[config.mk]
export PLATFORM = sky130hd
export DESIGN_NAME = burst_read_ctrl
export DESIGN_NICKNAME = d
export VERILOG_FILES = /design/src/rtl/burst_rd_pkg.sv /design/src/rtl/brd_latency.sv /design/src/rtl/brd_wrap_next.sv /design/src/rtl/brd_out_gate.sv /design/src/rtl/burst_read_ctrl.sv
export SDC_FILE = /design/constraint.sdc
export NUM_CORES = 1
export LEC_CHECK = 0
export ABC_AREA = 0
export BUFFER_PORTS_ARGS = -buffer_cell sky130_fd_sc_hd__buf_2
export CAP_MARGIN = 10
export CORE_UTILIZATION = 35
export DETAILED_ROUTE_END_ITERATION = 10
export REMOVE_ABC_BUFFERS = 1
export SYNTH_ARGS = -nofsm -noshare
export SYNTH_HDL_FRONTEND = slang
export SYNTH_SLANG_ARGS = --single-unit
[constraint.sdc]
create_clock -name clk -period 4 [get_ports clk]
set_input_delay 1 -clock clk [delete_from_list [all_inputs] [get_ports clk]]
set_output_delay 1 -clock clk [all_outputs]
set_load 0.05 [all_outputs]
[src/rtl/burst_rd_pkg.sv]
package burst_rd_pkg;

  typedef enum logic [1:0] {
    ST_IDLE   = 2'd0,
    ST_WAIT   = 2'd1,
    ST_STREAM = 2'd2
  } brd_state_e;

endpackage

[src/rtl/brd_latency.sv]
module brd_latency #(
  parameter int AW       = 22,
  parameter int SEG_BITS = 6,
  parameter int WAIT_W   = 3,
  parameter int CW       = 4
) (
  input  logic [AW-1:0]     start_addr,
  input  logic [WAIT_W-1:0] wait_cfg,
  input  logic              ps_en,
  output logic [CW-1:0]     pre_issue
);
  localparam logic [SEG_BITS-1:0] BND_LOW = ~SEG_BITS'(1);

  logic [WAIT_W-1:0] base;
  logic              on_bnd;
  logic [CW-1:0]     total;

  always_comb begin
    base      = (wait_cfg < WAIT_W'(2)) ? WAIT_W'(2) : wait_cfg;
    on_bnd    = (start_addr[SEG_BITS-1:0] == BND_LOW) || (start_addr == '0);
    total     = CW'(base) + CW'(ps_en) + (on_bnd ? CW'(2) : CW'(0));
    // issue delay into the two-stage fetch pipeline
    pre_issue = total - CW'(2);
  end

  // latency stays within clamp plus both additions
  always_comb begin
    p_lat_range_r2: assert (total >= CW'(2) && total <= CW'((1 << WAIT_W) + 2));
  end

endmodule

[src/rtl/brd_wrap_next.sv]
module brd_wrap_next #(
  parameter int AW            = 22,
  parameter int BLEN_W        = 2,
  parameter int MIN_GRP_BITS  = 3,
  parameter int NUM_LEN       = 3
) (
  input  logic [AW-1:0]     cur,
  input  logic [BLEN_W-1:0] blen,
  output logic [AW-1:0]     nxt
);
  logic [AW-1:0] cand [NUM_LEN];

  for (genvar gi = 0; gi < NUM_LEN; gi++) begin : g_len
    localparam int            GB  = MIN_GRP_BITS + gi;
    localparam logic [AW-1:0] MSK = AW'((1 << GB) - 1);
    assign cand[gi] = (cur & ~MSK) | ((cur + AW'(1)) & MSK);
  end

  always_comb begin
    nxt = cand[NUM_LEN-1];
    for (int i = 0; i < NUM_LEN; i++) begin
      if (int'(blen) == i) nxt = cand[i];
    end
  end

endmodule

[src/rtl/brd_out_gate.sv]
module brd_out_gate #(
  parameter int DW = 16
) (
  input  logic          ce_n,
  input  logic          oe_n,
  input  logic          rdy_q,
  input  logic [DW-1:0] data_q,
  output logic          drive,
  output logic          rdy_pin,
  output logic [DW-1:0] data_pin
);
  always_comb begin
    drive    = !ce_n && !oe_n;
    rdy_pin  = drive && rdy_q;
    data_pin = drive ? data_q : '0;
  end

endmodule

[src/rtl/burst_read_ctrl.sv]
module burst_read_ctrl
  import burst_rd_pkg::*;
#(
  parameter int AW       = 22,
  parameter int DW       = 16,
  parameter int SEG_BITS = 6,
  parameter int WAIT_W   = 3,
  parameter int BLEN_W   = 2
) (
  input  logic              clk,
  input  logic              rst,
  input  logic              ce_n,
  input  logic              oe_n,
  input  logic              avd_n,
  input  logic [AW-1:0]     addr,
  input  logic [BLEN_W-1:0] cfg_blen,
  input  logic [WAIT_W-1:0] cfg_wait,
  input  logic              cfg_ps,
  output logic [AW-1:0]     mem_addr,
  input  logic [DW-1:0]     mem_rdata,
  output logic              rdy,
  output logic [DW-1:0]     dout,
  output logic              dout_en
);
  localparam int PRE_MAX = (1 << WAIT_W) + 1;
  localparam int CW      = $clog2(PRE_MAX + 1);
  localparam logic [SEG_BITS-1:0] BND_LOW = ~SEG_BITS'(1);

  brd_state_e        state_q;
  logic [CW-1:0]     cnt_q;
  logic [AW-1:0]     ptr_q;
  logic              iss_q;
  logic              iss_d1_q;
  logic              hold_q;
  logic [BLEN_W-1:0] blen_q;
  logic              rdy_q;
  logic [DW-1:0]     dout_q;

  logic [CW-1:0]     pre_issue;
  logic [AW-1:0]     ptr_nxt;
  logic              start;
  logic              ptr_at_bnd;

  assign start      = !ce_n && !avd_n;
  assign ptr_at_bnd = (ptr_q[SEG_BITS-1:0] == BND_LOW);
  assign mem_addr   = ptr_q;

  brd_latency #(
    .AW(AW), .SEG_BITS(SEG_BITS), .WAIT_W(WAIT_W), .CW(CW)
  ) u_lat (
    .start_addr (addr),
    .wait_cfg   (cfg_wait),
    .ps_en      (cfg_ps),
    .pre_issue  (pre_issue)
  );

  brd_wrap_next #(
    .AW(AW), .BLEN_W(BLEN_W), .MIN_GRP_BITS(3), .NUM_LEN(3)
  ) u_wrap (
    .cur  (ptr_q),
    .blen (blen_q),
    .nxt  (ptr_nxt)
  );

  brd_out_gate #(.DW(DW)) u_gate (
    .ce_n     (ce_n),
    .oe_n     (oe_n),
    .rdy_q    (rdy_q),
    .data_q   (dout_q),
    .drive    (dout_en),
    .rdy_pin  (rdy),
    .data_pin (dout)
  );

  always_ff @(posedge clk) begin
    if (rst) begin
      state_q  <= ST_IDLE;
      cnt_q    <= '0;
      ptr_q    <= '0;
      iss_q    <= 1'b0;
      iss_d1_q <= 1'b0;
      hold_q   <= 1'b0;
      blen_q   <= '0;
      rdy_q    <= 1'b0;
      dout_q   <= '0;
    end else if (ce_n) begin
      state_q  <= ST_IDLE;
      iss_q    <= 1'b0;
      iss_d1_q <= 1'b0;
      hold_q   <= 1'b0;
      rdy_q    <= 1'b0;
    end else if (start) begin
      ptr_q    <= addr;
      blen_q   <= cfg_blen;
      hold_q   <= 1'b0;
      iss_d1_q <= 1'b0;
      rdy_q    <= 1'b0;
      if (pre_issue == '0) begin
        iss_q   <= 1'b1;
        state_q <= ST_STREAM;
      end else begin
        iss_q   <= 1'b0;
        cnt_q   <= pre_issue;
        state_q <= ST_WAIT;
      end
    end else begin
      iss_d1_q <= iss_q;
      rdy_q    <= iss_d1_q;
      if (iss_d1_q) dout_q <= mem_rdata;
      case (state_q)
        ST_WAIT: begin
          if (cnt_q == CW'(1)) begin
            iss_q   <= 1'b1;
            state_q <= ST_STREAM;
          end else begin
            cnt_q <= cnt_q - CW'(1);
            iss_q <= 1'b0;
          end
        end
        ST_STREAM: begin
          if (hold_q) begin
            hold_q <= 1'b0;
            iss_q  <= 1'b0;
          end else if (iss_q && ptr_at_bnd) begin
            hold_q <= 1'b1;
            iss_q  <= 1'b0;
          end else begin
            ptr_q <= ptr_nxt;
            iss_q <= 1'b1;
          end
        end
        default: iss_q <= 1'b0;
      endcase
    end
  end

  logic [AW-1:0] grp_mask_chk;
  always_comb begin
    if (blen_q == BLEN_W'(0))      grp_mask_chk = AW'(7);
    else if (blen_q == BLEN_W'(1)) grp_mask_chk = AW'(15);
    else                           grp_mask_chk = AW'(31);
  end

  // the presented word does not move while ready is low
  p_hold_data_r7: assert property (@(posedge clk) disable iff (rst)
    !rdy_q |-> $stable(dout_q));

  // consecutive issued addresses step within the aligned group
  p_wrap_step_r6: assert property (@(posedge clk) disable iff (rst)
    (state_q == ST_STREAM && iss_q && !hold_q && !ptr_at_bnd && !ce_n && avd_n)
    |=> (iss_q && ((ptr_q & ~grp_mask_chk) == ($past(ptr_q) & ~grp_mask_chk))
         && ((ptr_q & grp_mask_chk) == (($past(ptr_q) + AW'(1)) & grp_mask_chk))));

  // a boundary word is followed by a fetch bubble
  p_bnd_bubble_r7: assert property (@(posedge clk) disable iff (rst)
    (state_q == ST_STREAM && iss_q && !hold_q && ptr_at_bnd && !ce_n && avd_n)
    |=> !iss_q);

  // chip enable high returns the engine to idle
  p_ce_idle_r9: assert property (@(posedge clk) disable iff (rst)
    ce_n |=> (state_q == ST_IDLE && !rdy_q && !iss_q));

endmodule

==> results of run 1 <==
layer usage:
metal  track usage (%)  up-vias  routed length [µm]
li1                  -     1198                   -
met4              3.85        0                  73
met2              29.6       77                2600
met5                 0        -                   0
met1              22.6     1071                2980
met3              4.18        8                 378
synth_stat cells (4+ instances only):
cell	instances
sky130_fd_sc_hd__nand2_1	75
sky130_fd_sc_hd__dfxtp_1	50
sky130_fd_sc_hd__a21oi_1	39
sky130_fd_sc_hd__and2_1	18
sky130_fd_sc_hd__nor2_1	10
sky130_fd_sc_hd__ha_1	9
sky130_fd_sc_hd__inv_1	9
sky130_fd_sc_hd__and3_1	6
sky130_fd_sc_hd__buf_2	6
sky130_fd_sc_hd__nor4_1	6
sky130_fd_sc_hd__nand3_1	5
sky130_fd_sc_hd__nor3_1	5
sky130_fd_sc_hd__o21ai_0	5
sky130_fd_sc_hd__clkbuf_1	4
registers in the layout (all words and copies together), names as in the netlist:
signal	count
mem_addr	22
dout_q	16
cnt_q	4
blen_q	2
state_q	2
hold_q	1
iss_d1_q	1
iss_q	1
rdy_q	1
worst reg2reg max path, cell delays in order (launching register included):
cell and delay [ns]:
sky130_fd_sc_hd__dfxtp_1 0.40, sky130_fd_sc_hd__inv_1 0.09, sky130_fd_sc_hd__ha_1 0.26, sky130_fd_sc_hd__and3_1 0.18, sky130_fd_sc_hd__a221oi_1 0.42, sky130_fd_sc_hd__mux2i_1 0.25
sky130_fd_sc_hd__nor2_1 0.05
final cells by class:
class                   instances  area share (%)
clock inverters                 2           0.545
repair buffers                 91            15.5
inverters                      10            1.26
clock buffers                   6            2.76
well taps                      77            3.23
flip-flops and latches         50            33.5
multi-input cells             224            43.2
kinds of logic (layout without fill, tap and decap cells):
kind of cell               count (synthesis)  count (layout)  synth area share [%]
and+or+nand+nor                          141             141                  28.1
AOI/OAI and AO/OA                         68              68                  17.8
DFF                                       50              50                  41.3
buffers and inverters                     26             109                  5.42
adders and majority gates                 10              10                  5.48
xor gates and xnor gates                   3               3                  1.08
muxes                                      2               2                 0.826
final timing paths:
path                             startpoint           to  slack, ns  cells past startpoint
worst max-delay path               addr[15]     cnt_q[2]       0.28                     13
worst min-delay path              dout_q[5]    dout_q[5]       0.45                      2
worst max register to register  mem_addr[0]  mem_addr[1]       2.24                      6
worst min register to register    dout_q[5]    dout_q[5]       0.45                      2
power by group through the flow:
| stage | logic [W] | clock network, W | registers, W |
|---|---|---|---|
| 6_report | 0.000169 | 0.000319 | 0.000527 |
| 4_1_cts | 0.000170 | 0.000336 | 0.000527 |
| 3_3_place_gp | 0.000167 | 0 | 0.000537 |
| 2_1_floorplan | 0.0000620 | 0 | 0.000574 |
| 3_5_place_dp | 0.000169 | 0 | 0.000538 |
| 5_1_grt | 0.000185 | 0.000354 | 0.000529 |
metrics by stage:
step | setup WS [ns] | utilization (%) | instance area, µm² | hold WS (ns) | instances
after floorplan | 0.417 | - | 2330 | 0.426 | 284
final | 0.276 | 45.7 | 2990 | 0.452 | 460
after global routing | 0.0632 | 45.7 | 2990 | 0.473 | 460
after global placement | 0.0950 | 44.2 | 2890 | 0.439 | 452
after detailed placement | 0.0101 | 44.2 | 2890 | 0.443 | 452
after CTS | 0.289 | 45.7 | 2990 | 0.456 | 460
==> reports/results.txt, run 1 <==
By startpoint and endpoint, the worst setup path is classified as in2reg. Net switching is 29.8% of the power. The worst setup path is launched from an input pin.

The tools report the summed negative setup slack over all endpoints as 0 ns. The core region is 6530 µm². The logs give 0 for the count of unresolved DRC violations after routing and 3.96 ns for the arrival time of the worst setup path. The most instantiated flip-flop cell in the synthesis netlist was sky130_fd_sc_hd__dfxtp_1. For the number of global-route vias before repair, the log shows 2,295. The fraction of post-synthesis cell area in the top cell type by area is 41.3%. In the post-synthesis netlist, the biggest area contributors are sky130_fd_sc_hd__dfxtp_1 (41%), sky130_fd_sc_hd__nand2_1 (12%), sky130_fd_sc_hd__a21oi_1 (8.1%). STA classifies the critical path endpoint as a flip-flop. At the pin with the least slew margin, the transition time is 0.554 ns.

89 I/O pins were placed. Synthesis instantiated 49 different standard cells from the library. The H-tree depth reported by CTS is 2, and the highest net fanout along the worst path is 4. The clock network latency to the later pin of the worst-skew pair was 0.30 ns; the count of max-cap constraint violations was 0. In this run the static leakage power is 1.34 nW.

The sequential power share was 51.9%. Setup repair after global routing left no endpoint under its margin. The share of total power in combinational logic was 16.6%. The final total power was 0.00101 W; the number of vias after detailed routing was 2,354. In this run, synthesis produced a sequential element count of 50. TritonCTS built the clock tree. During placement, the flow inserted port buffers numbering 88. Largest delay contributor family on the critical path: simple AND/OR/NAND/NOR gates. For the number of antenna violations at the first check in global routing, the log shows 0. The final critical path takes up 93.1% of the cycle.

Buffers inserted during clock tree synthesis total 5. The run finished with clean final reports. The biggest cell delay along the critical path was 0.47 ns. After synthesis, the mean cell area works out to 8.07 µm². sky130_fd_sc_hd__dfxtp_1 takes more of the synthesized area than any other cell. The number of antenna diodes in the final layout is 0. The number of placement rows came out at 29.

For this design, the sink count on the clock tree is 50. Synthesis-to-finish area growth: 23.3%. For the final setup violation count, the log shows 0. STA puts the critical path data required time at 4.24 ns.

The first routing iteration left 40 violations. The cell area that synthesis handed to floorplanning was 2420 µm². Cell internal power was estimated by the tool at 0.000712 W. For this design the total switching power over the nets is 0.000302 W. The tree is rooted in a sky130_fd_sc_hd__clkbuf_8. Across the whole layout, storage elements account for 1000 µm². The floorplan die width was 85.2 µm; the number of endpoints with negative hold slack in the final report was 0.

The maximum clock skew at final layout came out at 0.00338 ns. For the die outline area, the log shows 7260 µm². In this run the power density over the cells is 340 nW/µm². The pin count of the biggest net entering global routing is 29.

In the layout the commonest cells are sky130_fd_sc_hd__buf_2 (88), sky130_fd_sc_hd__nand2_1 (75), sky130_fd_sc_hd__dfxtp_1 (50). The post-detailed-routing wire length was 6030 µm. Using the TritonRoute via totals, the vias-per-cell ratio works out to 5.12. The max-slew violation total from the final report was 0. The tools report the count of buffers added by post-CTS timing repair for setup as 0. The filler cells instantiated in the layout total 690. Of all flip-flops after synthesis, the portion carrying an async set or reset was 0%.

Together, buffers and inverters on the worst path number 2. After synthesis, flip-flops and latches occupy 41.3% of the total area. For this run, the total global-route usage over all layers was measured as 17.5%.

The number of resized instances in the post-cts repair step came out at 0. Per report_power, the clock group accounts for 31.5% of the total. The tightest min-delay check is of the reg2reg type.

Before antenna repair, the detailed router went through 4 iterations. At the end of routability-driven placement, the weighted congestion stood at 0.832. The run gives 4370 µm as the half-perimeter wire length of the detailed placement result.

Clock-pin slew was measured on the worst setup and hold paths at 0.09 ns. In this run the deepest clock path goes through 2 buffers. The multi-input gate area in the final layout came out at 1290 µm². The signal on the critical path passes through buf_2 -> nor4_1 -> nand4_1 -> nor4_1 -> o21bai_1 -> ha_1 -> inv_1 -> ha_1 -> fa_1 -> nor3_1 -> a21o_1 -> o21ai_0 -> a21oi_1. For the net count of the finished layout, the log shows 441. Commonest non-fill, non-tap cell in the layout: sky130_fd_sc_hd__buf_2. The fraction of final layout cells sized beyond drive strength 1 is 27.4%, and the count of flip-flops with a built-in enable after synthesis is 0. The detail-routed net length per standard cell is 13.1 µm, and the Yosys warning count is 0.

The logs give 10,300 µm for the wire length of the first global-routing pass and 300 for the gate count after technology mapping. For this configuration, the core starts out at a cell density of 37.1%. VDD sags by at most 0.167 mV. For the finished layout, the period the worst path requires is 3.72 ns. The number of nets with antenna violations after routing is 0, and the normalized max-slew margin is 63.0%. Buffers inserted to repair hold after CTS numbered 0. The vertical die dimension was 85.2 µm; the upper clock frequency limit was 269 MHz. For this run the aggregate overflow at the end of global routing stands at 0. Among all stages on the critical path, the largest delay is contributed by sky130_fd_sc_hd__fa_1.
Note: power is estimated with default switching activity, not from simulation.
==> run 2, diff against run 1 <==
Settings changed: PLACE_DENSITY_LB_ADDON set to 0.2.
==> run 2 against run 1 <==
Fmax down 1.9%. Core utilization up 0.13 points. Worst setup slack worse by 0.072 ns. Die area unchanged. Flip-flop and latch count unchanged. Clock power up 11%. Clock-buffer cell count down 1.
==> reports/results.txt, run 2 (synthesized netlist as in run 1, its figures left out) <==
The run finished with clean final reports. Element type at the critical path start: an input pin. Max-cap violations in this run came to 0.

The time the final worst path needs with I/O delays and setup works out to 3.80 ns. Once the clock tree was built, the resizer swapped 0 gates to a different size. For this run, the top clock speed supported by timing is 263 MHz. The clock slew seen by the registers of the worst setup and hold paths works out to 0.09 ns.

The launch point of the worst reg-to-reg path was mem_addr[0]. The amount of wire on met2 after detailed routing was 2770 µm. The critical path class was in2reg.

In this run the worst setup path begins at addr[15]. TritonCTS built the clock tree. The tools report the H-tree depth reported by CTS as 2. Number of endpoints with negative hold slack in the final report: 0. On the critical path, the stage with the largest delay is an instance of sky130_fd_sc_hd__fa_1. The tools report the static leakage as 1.34 nW.

The run gives 0 ns as the summed negative setup slack over all endpoints. Dividing total power by cell area gives a power density of 350 nW/µm². The path class of the tightest hold or removal check is reg2reg. After clock tree synthesis, the flow added hold-fix buffers numbering 0. The number of flip-flops under the largest register name came out at 22. At the worst endpoint, the arrival time is 4.02 ns. Headroom to the max-slew limit came out at 62.2%.

The clock arrives with 0.00267 ns of skew. The synthesis-to-finish area growth works out to 23.7%. The number of global-route vias before repair is 2,104. The number of placement rows is 29. The residual overflow from global routing is 0.

The detail-routed net length per standard cell was 13.3 µm. The tree is rooted in a sky130_fd_sc_hd__clkbuf_8. For the count of unresolved DRC violations after routing, the log shows 0. The tools report the number of detailed-routing iterations run before antenna repair as 4. The capturing instance or port of the critical path was cnt_q[1].

For the pin with the worst max-slew slack, the measured transition is 0.567 ns. The longest clock path from root to sink contains 2 buffers. The count of buffers added by post-CTS timing repair for setup was 0; the wire length of the first global-routing pass was 9760 µm. The initial cell density of the core was 37.1%; the worst-case register-to-register setup slack was 2.24 ns.

For this block, the initial DRC count from the detailed router was 76. The max-slew violation total from the final report was 0. The highest layer used for signal routing was met4. The data required time at the worst endpoint was 4.22 ns; the core area was 6530 µm².

In this run, CTS created clock tree buffers numbering 5. Highest net fanout along the worst path: 4. The number of cells traversed by the worst register-to-register path came out at 6. The net count of the finished layout is 441.

Input and output buffers added on the ports amount to 88. From bottom edge to top edge, the die measures 85.2 µm. 89 I/O pins were placed. The floorplan die width was 85.2 µm. STA classifies the critical path endpoint as a flip-flop. The final critical path takes up 94.9% of the cycle. In the layout the commonest cells are sky130_fd_sc_hd__buf_2 (88), sky130_fd_sc_hd__nand2_1 (75), sky130_fd_sc_hd__dfxtp_1 (50).

The placed instances occupy a cell area of 2890 µm². 0 antenna diodes ended up in the layout. For this run, the slowest stage of the critical path takes 0.47 ns. Setup repair after global routing left no endpoint under its margin. The congestion estimate from routability-driven global placement came to 0.829. The wire length on met1 is 2840 µm. Across the VDD grid, the largest voltage drop is 0.164 mV. The commonest non-fill, non-tap cell in the layout is sky130_fd_sc_hd__buf_2. The run gives 0 as the number of nets with antenna violations after routing.

The half-perimeter wire length of the detailed placement result was 4310 µm. For this design, the sink count on the clock tree is 50. Entering global routing, the biggest net connects 29 pins. The fraction of final layout cells sized beyond drive strength 1 came out at 27.2%. The later pin in the worst-skew pair is clocked with a latency of 0.30 ns. The number of antenna violations at the first check in global routing was 0; the final setup violation count was 0. The signal on the critical path passes through buf_2 -> nor4_1 -> nand4_1 -> nor4_1 -> o21bai_1 -> ha_1 -> inv_1 -> ha_1 -> fa_1 -> nor3_1 -> a21o_1 -> o21bai_1 -> a211oi_1. For this block, the via count after detailed routing is 2,360. The tools report the design area as 3000 µm². The worst register-to-register path ends at mem_addr[1].

In the routed layout, each cell is associated on average with a via count of 5.14. Detailed routing placed a total of 439 µm of wire on met3. The end-of-flow core utilization was 45.9%; the post-detailed-routing wire length was 6100 µm.

The die outline area is 7260 µm², and the global router's overall resource usage is 16.7%.
## run 2: cell types whose count changed in the layout (fill, tap and decap cells not counted)
cell / delta
sky130_fd_sc_hd__bufinv_16: +1
sky130_fd_sc_hd__clkbuf_8: -1
sky130_fd_sc_hd__inv_6: -1
sky130_fd_sc_hd__clkinv_4: +1
sky130_fd_sc_hd__clkinvlp_4: -1
## run 2: layout make-up
type | count | area [µm²]
inverters | 10 | 37.5
flip-flops and latches | 50 | 1000
clock buffers | 5 | 68.8
clock inverters | 2 | 38.8
multi-input cells | 224 | 1290
fillers | 670 | 3540
well taps | 77 | 96.3
repair buffers | 91 | 463
## run 2: metal layers
metal  vias up  global-route usage (%)
met5         -                       0
li1       1199                       -
met1      1056                    22.5
met2        96                    26.7
met3         9                    3.99
met4         0                    4.78
## run 2: worst max-delay path: cells and delay by family
family                   cells  cell delay [ns]
buffers and inverters        2             0.15
AO/OA/AOI/OAI                4             0.62
AND/OR/NAND/NOR              4             1.31
adder cells (fa/ha/maj)      3             0.94
## run 2: worst min path at each step
stage              start   endpoint  slack, ns  cells after the start
2_1_floorplan  dout_q[0]  dout_q[0]       0.43                      2
3_3_place_gp   dout_q[7]  dout_q[7]       0.44                      2
3_5_place_dp   dout_q[0]  dout_q[0]       0.44                      2
4_1_cts        dout_q[0]  dout_q[0]       0.46                      2
5_1_grt        dout_q[0]  dout_q[0]       0.48                      2
6_report       dout_q[0]  dout_q[0]       0.45                      2
## run 2: per-stage QoR
step / setup WS [ns] / hold slack (ns) / cells / power [W]
floorplan: 0.417 / 0.426 / 284 / 0.000636
global placement: -0.0555 / 0.438 / 452 / 0.000705
detailed placement: -0.120 / 0.443 / 452 / 0.000706
CTS: 0.191 / 0.456 / 459 / 0.00106
global route: 0.0479 / 0.477 / 459 / 0.00110
finish: 0.204 / 0.452 / 459 / 0.00105
## run 2: power breakdown
group | leakage, nW | switching [W] | internal, W
combinational | 0.882 | 0.000112 | 0.0000561
clock | 0.0542 | 0.000170 | 0.000184
sequential | 0.407 | 0.0000129 | 0.000513
total | 1.34 | 0.000295 | 0.000754
